===== src/rtl/cstat_pkg.sv =====
package cstat_pkg;

    localparam int WORD_W  = 32;
    localparam int SPI_W   = 16;

    // bits that drop after the response builder reads the word
    localparam logic [WORD_W-1:0] RDCLR_MASK = 32'hFD3F_A020;
    // bits that drop one valid command after they were reported
    localparam logic [WORD_W-1:0] LAGCLR_MASK = 32'h00C0_0000;

    localparam int POS_LOCKED  = 25;
    localparam int POS_ECC_OFF = 14;
    localparam int POS_STATE   = 9;
    localparam int POS_RDY     = 8;

    typedef struct packed {
        logic [WORD_W-1:0] flag;
        logic [WORD_W-1:0] seen;
    } lag_regs_t;

    // flags feeding the serial-mode repack
    typedef struct packed {
        logic out_rng;
        logic addr_err;
        logic blk_len;
        logic erase_seq;
        logic erase_prm;
        logic wp_viol;
        logic locked;
        logic lock_fail;
        logic crc_err;
        logic illegal;
        logic ecc_fail;
        logic cc_err;
        logic gen_err;
        logic csd_ovw;
        logic erase_skip;
        logic erase_rst;
    } spi_src_t;

endpackage


===== src/rtl/cstat_rdclr_bank.sv =====
module cstat_rdclr_bank #(
    parameter int          W    = 32,
    parameter logic [W-1:0] MASK = '0
) (
    input  logic         clk,
    input  logic         rst_n,
    input  logic [W-1:0] evt_i,
    input  logic         rd_i,
    output logic [W-1:0] bits_o
);

    logic [W-1:0] bits_d, bits_q;

    // a pulse in the read cycle re-sets the bit, so it is never lost
    always_comb begin
        bits_d = (evt_i | (bits_q & {W{~rd_i}})) & MASK;
    end

    always_ff @(posedge clk) begin
        if (!rst_n) bits_q <= '0;
        else        bits_q <= bits_d;
    end

    assign bits_o = bits_q;

endmodule


===== src/rtl/cstat_lag_bank.sv =====
module cstat_lag_bank
    import cstat_pkg::*;
#(
    parameter int          W    = 32,
    parameter logic [W-1:0] MASK = '0
) (
    input  logic         clk,
    input  logic         rst_n,
    input  logic [W-1:0] evt_i,
    input  logic         cmd_i,
    output logic [W-1:0] bits_o
);

    typedef struct packed {
        logic [W-1:0] flag;
        logic [W-1:0] seen;
    } regs_t;

    regs_t r_d, r_q;
    logic [W-1:0] cmd_v;

    always_comb begin
        cmd_v     = {W{cmd_i}};
        // a bit already carried through one command goes on the next
        r_d.flag  = (evt_i | (r_q.flag & ~(cmd_v & r_q.seen))) & MASK;
        // a fresh event restarts the count
        r_d.seen  = ~evt_i & r_d.flag & (r_q.seen | cmd_v) & MASK;
    end

    always_ff @(posedge clk) begin
        if (!rst_n) r_q <= '0;
        else        r_q <= r_d;
    end

    assign bits_o = r_q.flag;

endmodule


===== src/rtl/cstat_spi_view.sv =====
module cstat_spi_view
    import cstat_pkg::*;
#(
    parameter int          STATE_W   = 4,
    parameter logic [STATE_W-1:0] IDLE_CODE = '0
) (
    input  spi_src_t            src_i,
    input  logic [STATE_W-1:0]  state_i,
    output logic [SPI_W-1:0]    spi_o
);

    logic [7:0] flag_byte;
    logic [7:0] ext_byte;

    always_comb begin
        flag_byte    = '0;
        flag_byte[0] = (state_i == IDLE_CODE);
        flag_byte[1] = src_i.erase_rst;
        flag_byte[2] = src_i.illegal;
        flag_byte[3] = src_i.crc_err;
        flag_byte[4] = src_i.erase_seq;
        flag_byte[5] = src_i.addr_err;
        flag_byte[6] = src_i.blk_len | src_i.out_rng;
        flag_byte[7] = 1'b0;

        ext_byte[0]  = src_i.locked;
        ext_byte[1]  = src_i.erase_skip | src_i.lock_fail;
        ext_byte[2]  = src_i.gen_err;
        ext_byte[3]  = src_i.cc_err;
        ext_byte[4]  = src_i.ecc_fail;
        ext_byte[5]  = src_i.wp_viol;
        ext_byte[6]  = src_i.erase_prm;
        ext_byte[7]  = src_i.out_rng | src_i.csd_ovw;
    end

    assign spi_o = {ext_byte, flag_byte};

endmodule


===== src/rtl/card_status_reg.sv =====
module card_status_reg
    import cstat_pkg::*;
#(
    parameter int          STATE_W   = 4,
    parameter logic [STATE_W-1:0] IDLE_CODE = '0
) (
    input  logic               clk,
    input  logic               rst_n,
    input  logic [31:0]        evt_i,
    input  logic [STATE_W-1:0] cur_state_i,
    input  logic               rdy_data_i,
    input  logic               locked_i,
    input  logic               ecc_off_i,
    input  logic               rd_i,
    input  logic               cmd_ok_i,
    output logic [31:0]        status_o,
    output logic [SPI_W-1:0]   spi_o
);

    logic [WORD_W-1:0] rdclr_bits;
    logic [WORD_W-1:0] lag_bits;
    logic [WORD_W-1:0] track_bits;
    logic [WORD_W-1:0] word;
    spi_src_t          spi_src;

    cstat_rdclr_bank #(.W(WORD_W), .MASK(RDCLR_MASK)) u_rdclr (
        .clk    (clk),
        .rst_n  (rst_n),
        .evt_i  (evt_i),
        .rd_i   (rd_i),
        .bits_o (rdclr_bits)
    );

    cstat_lag_bank #(.W(WORD_W), .MASK(LAGCLR_MASK)) u_lag (
        .clk    (clk),
        .rst_n  (rst_n),
        .evt_i  (evt_i),
        .cmd_i  (cmd_ok_i),
        .bits_o (lag_bits)
    );

    always_comb begin
        track_bits                              = '0;
        track_bits[POS_LOCKED]                  = locked_i;
        track_bits[POS_ECC_OFF]                 = ecc_off_i;
        track_bits[POS_STATE +: STATE_W]        = cur_state_i;
        track_bits[POS_RDY]                     = rdy_data_i;
        word = rdclr_bits | lag_bits | track_bits;
    end

    always_comb begin
        spi_src.out_rng    = word[31];
        spi_src.addr_err   = word[30];
        spi_src.blk_len    = word[29];
        spi_src.erase_seq  = word[28];
        spi_src.erase_prm  = word[27];
        spi_src.wp_viol    = word[26];
        spi_src.locked     = word[25];
        spi_src.lock_fail  = word[24];
        spi_src.crc_err    = word[23];
        spi_src.illegal    = word[22];
        spi_src.ecc_fail   = word[21];
        spi_src.cc_err     = word[20];
        spi_src.gen_err    = word[19];
        spi_src.csd_ovw    = word[16];
        spi_src.erase_skip = word[15];
        spi_src.erase_rst  = word[13];
    end

    cstat_spi_view #(.STATE_W(STATE_W), .IDLE_CODE(IDLE_CODE)) u_spi (
        .src_i   (spi_src),
        .state_i (cur_state_i),
        .spi_o   (spi_o)
    );

    assign status_o = word;

endmodule


===== config.mk =====
export PLATFORM = sky130hd
export DESIGN_NAME = card_status_reg
export DESIGN_NICKNAME = d
export VERILOG_FILES = /design/src/rtl/cstat_pkg.sv /design/src/rtl/cstat_rdclr_bank.sv /design/src/rtl/cstat_lag_bank.sv /design/src/rtl/cstat_spi_view.sv /design/src/rtl/card_status_reg.sv
export SDC_FILE = /design/constraint.sdc
export NUM_CORES = 1
export LEC_CHECK = 0
export CORE_MARGIN = 2
export CORE_UTILIZATION = 36
export CTS_CLUSTER_DIAMETER = 120
export CTS_CLUSTER_SIZE = 16
export DETAILED_ROUTE_END_ITERATION = 6
export PLACE_DENSITY = 0.85
export RECOVER_POWER = 50
export SLEW_MARGIN = 25
export SYNTH_ARGS = -nofsm -noshare
export SYNTH_HDL_FRONTEND = slang
export SYNTH_HIERARCHICAL = 1
export SYNTH_SLANG_ARGS = --single-unit

===== constraint.sdc =====
create_clock -name clk -period 1.2 [get_ports clk]
set_input_delay 0.24 -clock clk [delete_from_list [all_inputs] [get_ports clk]]
set_output_delay 0.24 -clock clk [all_outputs]
set_load 0.005 [all_outputs]

==> out/results.ini <==
[sta]
fin_skew_ns = 0.0000970
fin_crit_ns = 1.40
post-route-period-util_pct = 116
fmax_ghz = 0.717
drv_slew = 0
finalSetupViolations = 6
fin_hold_ws_ns = 0.464
setup_ws_ns = -0.196
rsz0062_at_grt = true
final-hold-violation-count = 0

[global_route]
grt_usage_pct = 11.1
overflow = 0
use_met1_pct = 11.8
grt_pass1_wl_um = 3760
met2_usage_pct = 20.9
grt_max_degree = 11
grt_pass1_vias = 904
busiest_layer = met2
use_met3_pct = 3.38
antenna_found_initial = 0

[setup_path]
r2r_cells = 4
worst_path_most_repeated_cell = or2_4
worst_r2r_endpoint = u_lag/bits_o[22]
critPathBufInv = 1
max_stage_delay_ns = 0.32
required_ns = 0.96
crit_start = u_rdclr/bits_o[24]
cp_cell_sequence = or2_4, or2_4, buf_6
worst_path_max_delay_cell = dfxtp_2
regToRegSetupSlack_ns = 0.34
arrival_ns = 1.16
endpoint_kind = output pin
critical_path_class = flip-flop to output pin
worstSetupStartpointType = flip-flop
cp_top_family = simple AND/OR/NAND/NOR gates
r2r_start = u_lag/bits_o[22]
crit_fanout = 2

[hold_path]
min_path_type = flip-flop to flip-flop
holdPathEnd = u_lag/bits_o[22]
hold_depth = 1
min_from = u_lag/r_q[22]

[placed_design]
place_congestion = 0.683
io_buffers = 68
hpwlAfterDp_um = 1900
dp_slack_ns = -0.534
dp.cells = 270

[clocking]
holdBufCountCts = 0
cts_inserted_buffers = 3
root_buffer = clkbuf_8
cts_sinks = 20
cts.path.max_buffers = 2
h-tree-depth = 1
cts_tree = yes
clk_pin_slew_worst_paths_ns = 0.07
clk_latency_ns = 0.25

[outcome]
failed_checks = setup timing
status = finished, violations left

[route]
wl_per_cell_um = 8.81
first_iter_violations = 22
ant_nets = 0
drt-total-wl_um = 2410
drc = 0
via_count = 1041
drt-vias-per-instance = 3.80
firstDrtPassIters = 3

[die]
dieArea_um2 = 4440
core_area_um2 = 3720
start_util_pct = 38.0
num_io_pins = 91
die_y_um = 66.7
die_x_um = 66.7
rows = 22

[cells_and_area]
final_common_cell = conb_1
area_delta_synth_final_pct = 33.4
layout-drive-gt1-share_pct = 40.7
fin_util_pct = 50.7
fin_cells = 274
layout.nets = 271
diodes = 0
final_cell_mix = conb_1 (47), buf_2 (27), or2_4 (19)
fillers = 378

[power]
vdd_drop_max_v = 0.000569
power_uw = 1590
leakage_uw = 0.000894
cellPowerDensity_nw_per_um2 = 841

[run]
drv_cap = 0

[synthesis]
avgSynthCellArea_um2 = 8.52
yosys-top-cells-area = buf_4 (33%), dfxtp_1 (28%), or2_2 (12%)
synthCells = 166
seq_area_frac_synth_pct = 28.3
ys_ff_latch = 20
yosysTopAreaCell = buf_4
yosys_warnings = 6
yosysUniqueCellTypes = 17
yosysTopAreaCellShare_pct = 32.9
synth_area_um2 = 1410

-- flip-flops by register name (all words and copies together), names as in the netlist --
signal / count
u_lag/r_q: 2
u_rdclr/bits_o: 16
u_lag/bits_o: 2
-- report_power, final --
group / internal (uW) / switching, uW / total (uW) / leakage (uW)
logic: 279 / 147 / 426 / 0.000702
registers: 713 / 17.4 / 730 / 0.000171
clock network: 223 / 207 / 430 / 0.0000216
total: 1210 / 371 / 1590 / 0.000894
-- cell usage after synthesis --
| cell type | number |
|---|---|
| inv_1 | 2 |
| or2_2 | 26 |
| buf_4 | 62 |
| xnor2_1 | 2 |
| or3_1 | 7 |
| nor2b_1 | 12 |
| dfxtp_1 | 20 |
| o21ai_0 | 2 |
| and2b_1 | 4 |
| nor4_2 | 1 |
| clkbuf_2 | 1 |
| a31oi_1 | 2 |
| nand2_1 | 2 |
| conb_1 | 3 |
| o21a_1 | 16 |
| nor3_2 | 2 |
| or2_1 | 2 |
-- layer usage --
metal  vias up  share of wire (%)  wire length (um)
met4         0               0.66                16
met3         2                7.7               186
met2        39                 52              1260
met5         -                  0                 0
met1       461                 39               951
li1        539                  -                 -
-- final cells by class --
type / instances / area (um^2) / area share [%]
Sequential cell: 20 / 422 / 22.4
Timing Repair Buffer: 76 / 607 / 32.2
Multi-Input combinational cell: 125 / 748 / 39.7
Clock buffer: 3 / 41.3 / 2.19
Tap cell: 48 / 60.1 / 3.19
Inverter: 2 / 7.51 / 0.398
-- worst register-to-register path, cell delays in order, from the launching register on --
cell	delay (ns)
dfxtp_2	0.32
buf_4	0.12
buf_4	0.12
o21ai_0	0.13
a31oi_1	0.06
-- through the flow --
step                cell area, um^2  TNS (ns)
floorplan                      1580         0
global placement               1910     -7.73
detailed placement             1910     -8.25
CTS                            1840    -0.699
global route                   1890     -1.41
finish                         1890    -0.673
-- how the worst max path moves through the flow --
stage	endpoint	slack, ns	cells past startpoint
CTS	spi_o[9]	-0.19	3
detailed placement	spi_o[0]	-0.53	3
global route	spi_o[9]	-0.23	3
finish	spi_o[9]	-0.20	3
global placement	spi_o[0]	-0.50	3
floorplan	spi_o[9]	0.1	2
-- logic make-up after synthesis --
logic type                after synthesis  synth area share (%)
and+or+nand+nor                        56                  25.8
buffers and inverters                  65                  33.8
other                                   3                 0.796
AOI/OAI and AO/OA                      20                  10.1
xor gates and xnor gates                2                  1.24
DFF                                    20                  28.3
-- repair_timing --
item,in CTS,in global routing
setup endpoints to repair,40,15
setup buffers,0,1
pin swaps,3,3
cloned,0,0
gates resized for setup,198,10
(Power assumes the default switching activity.)
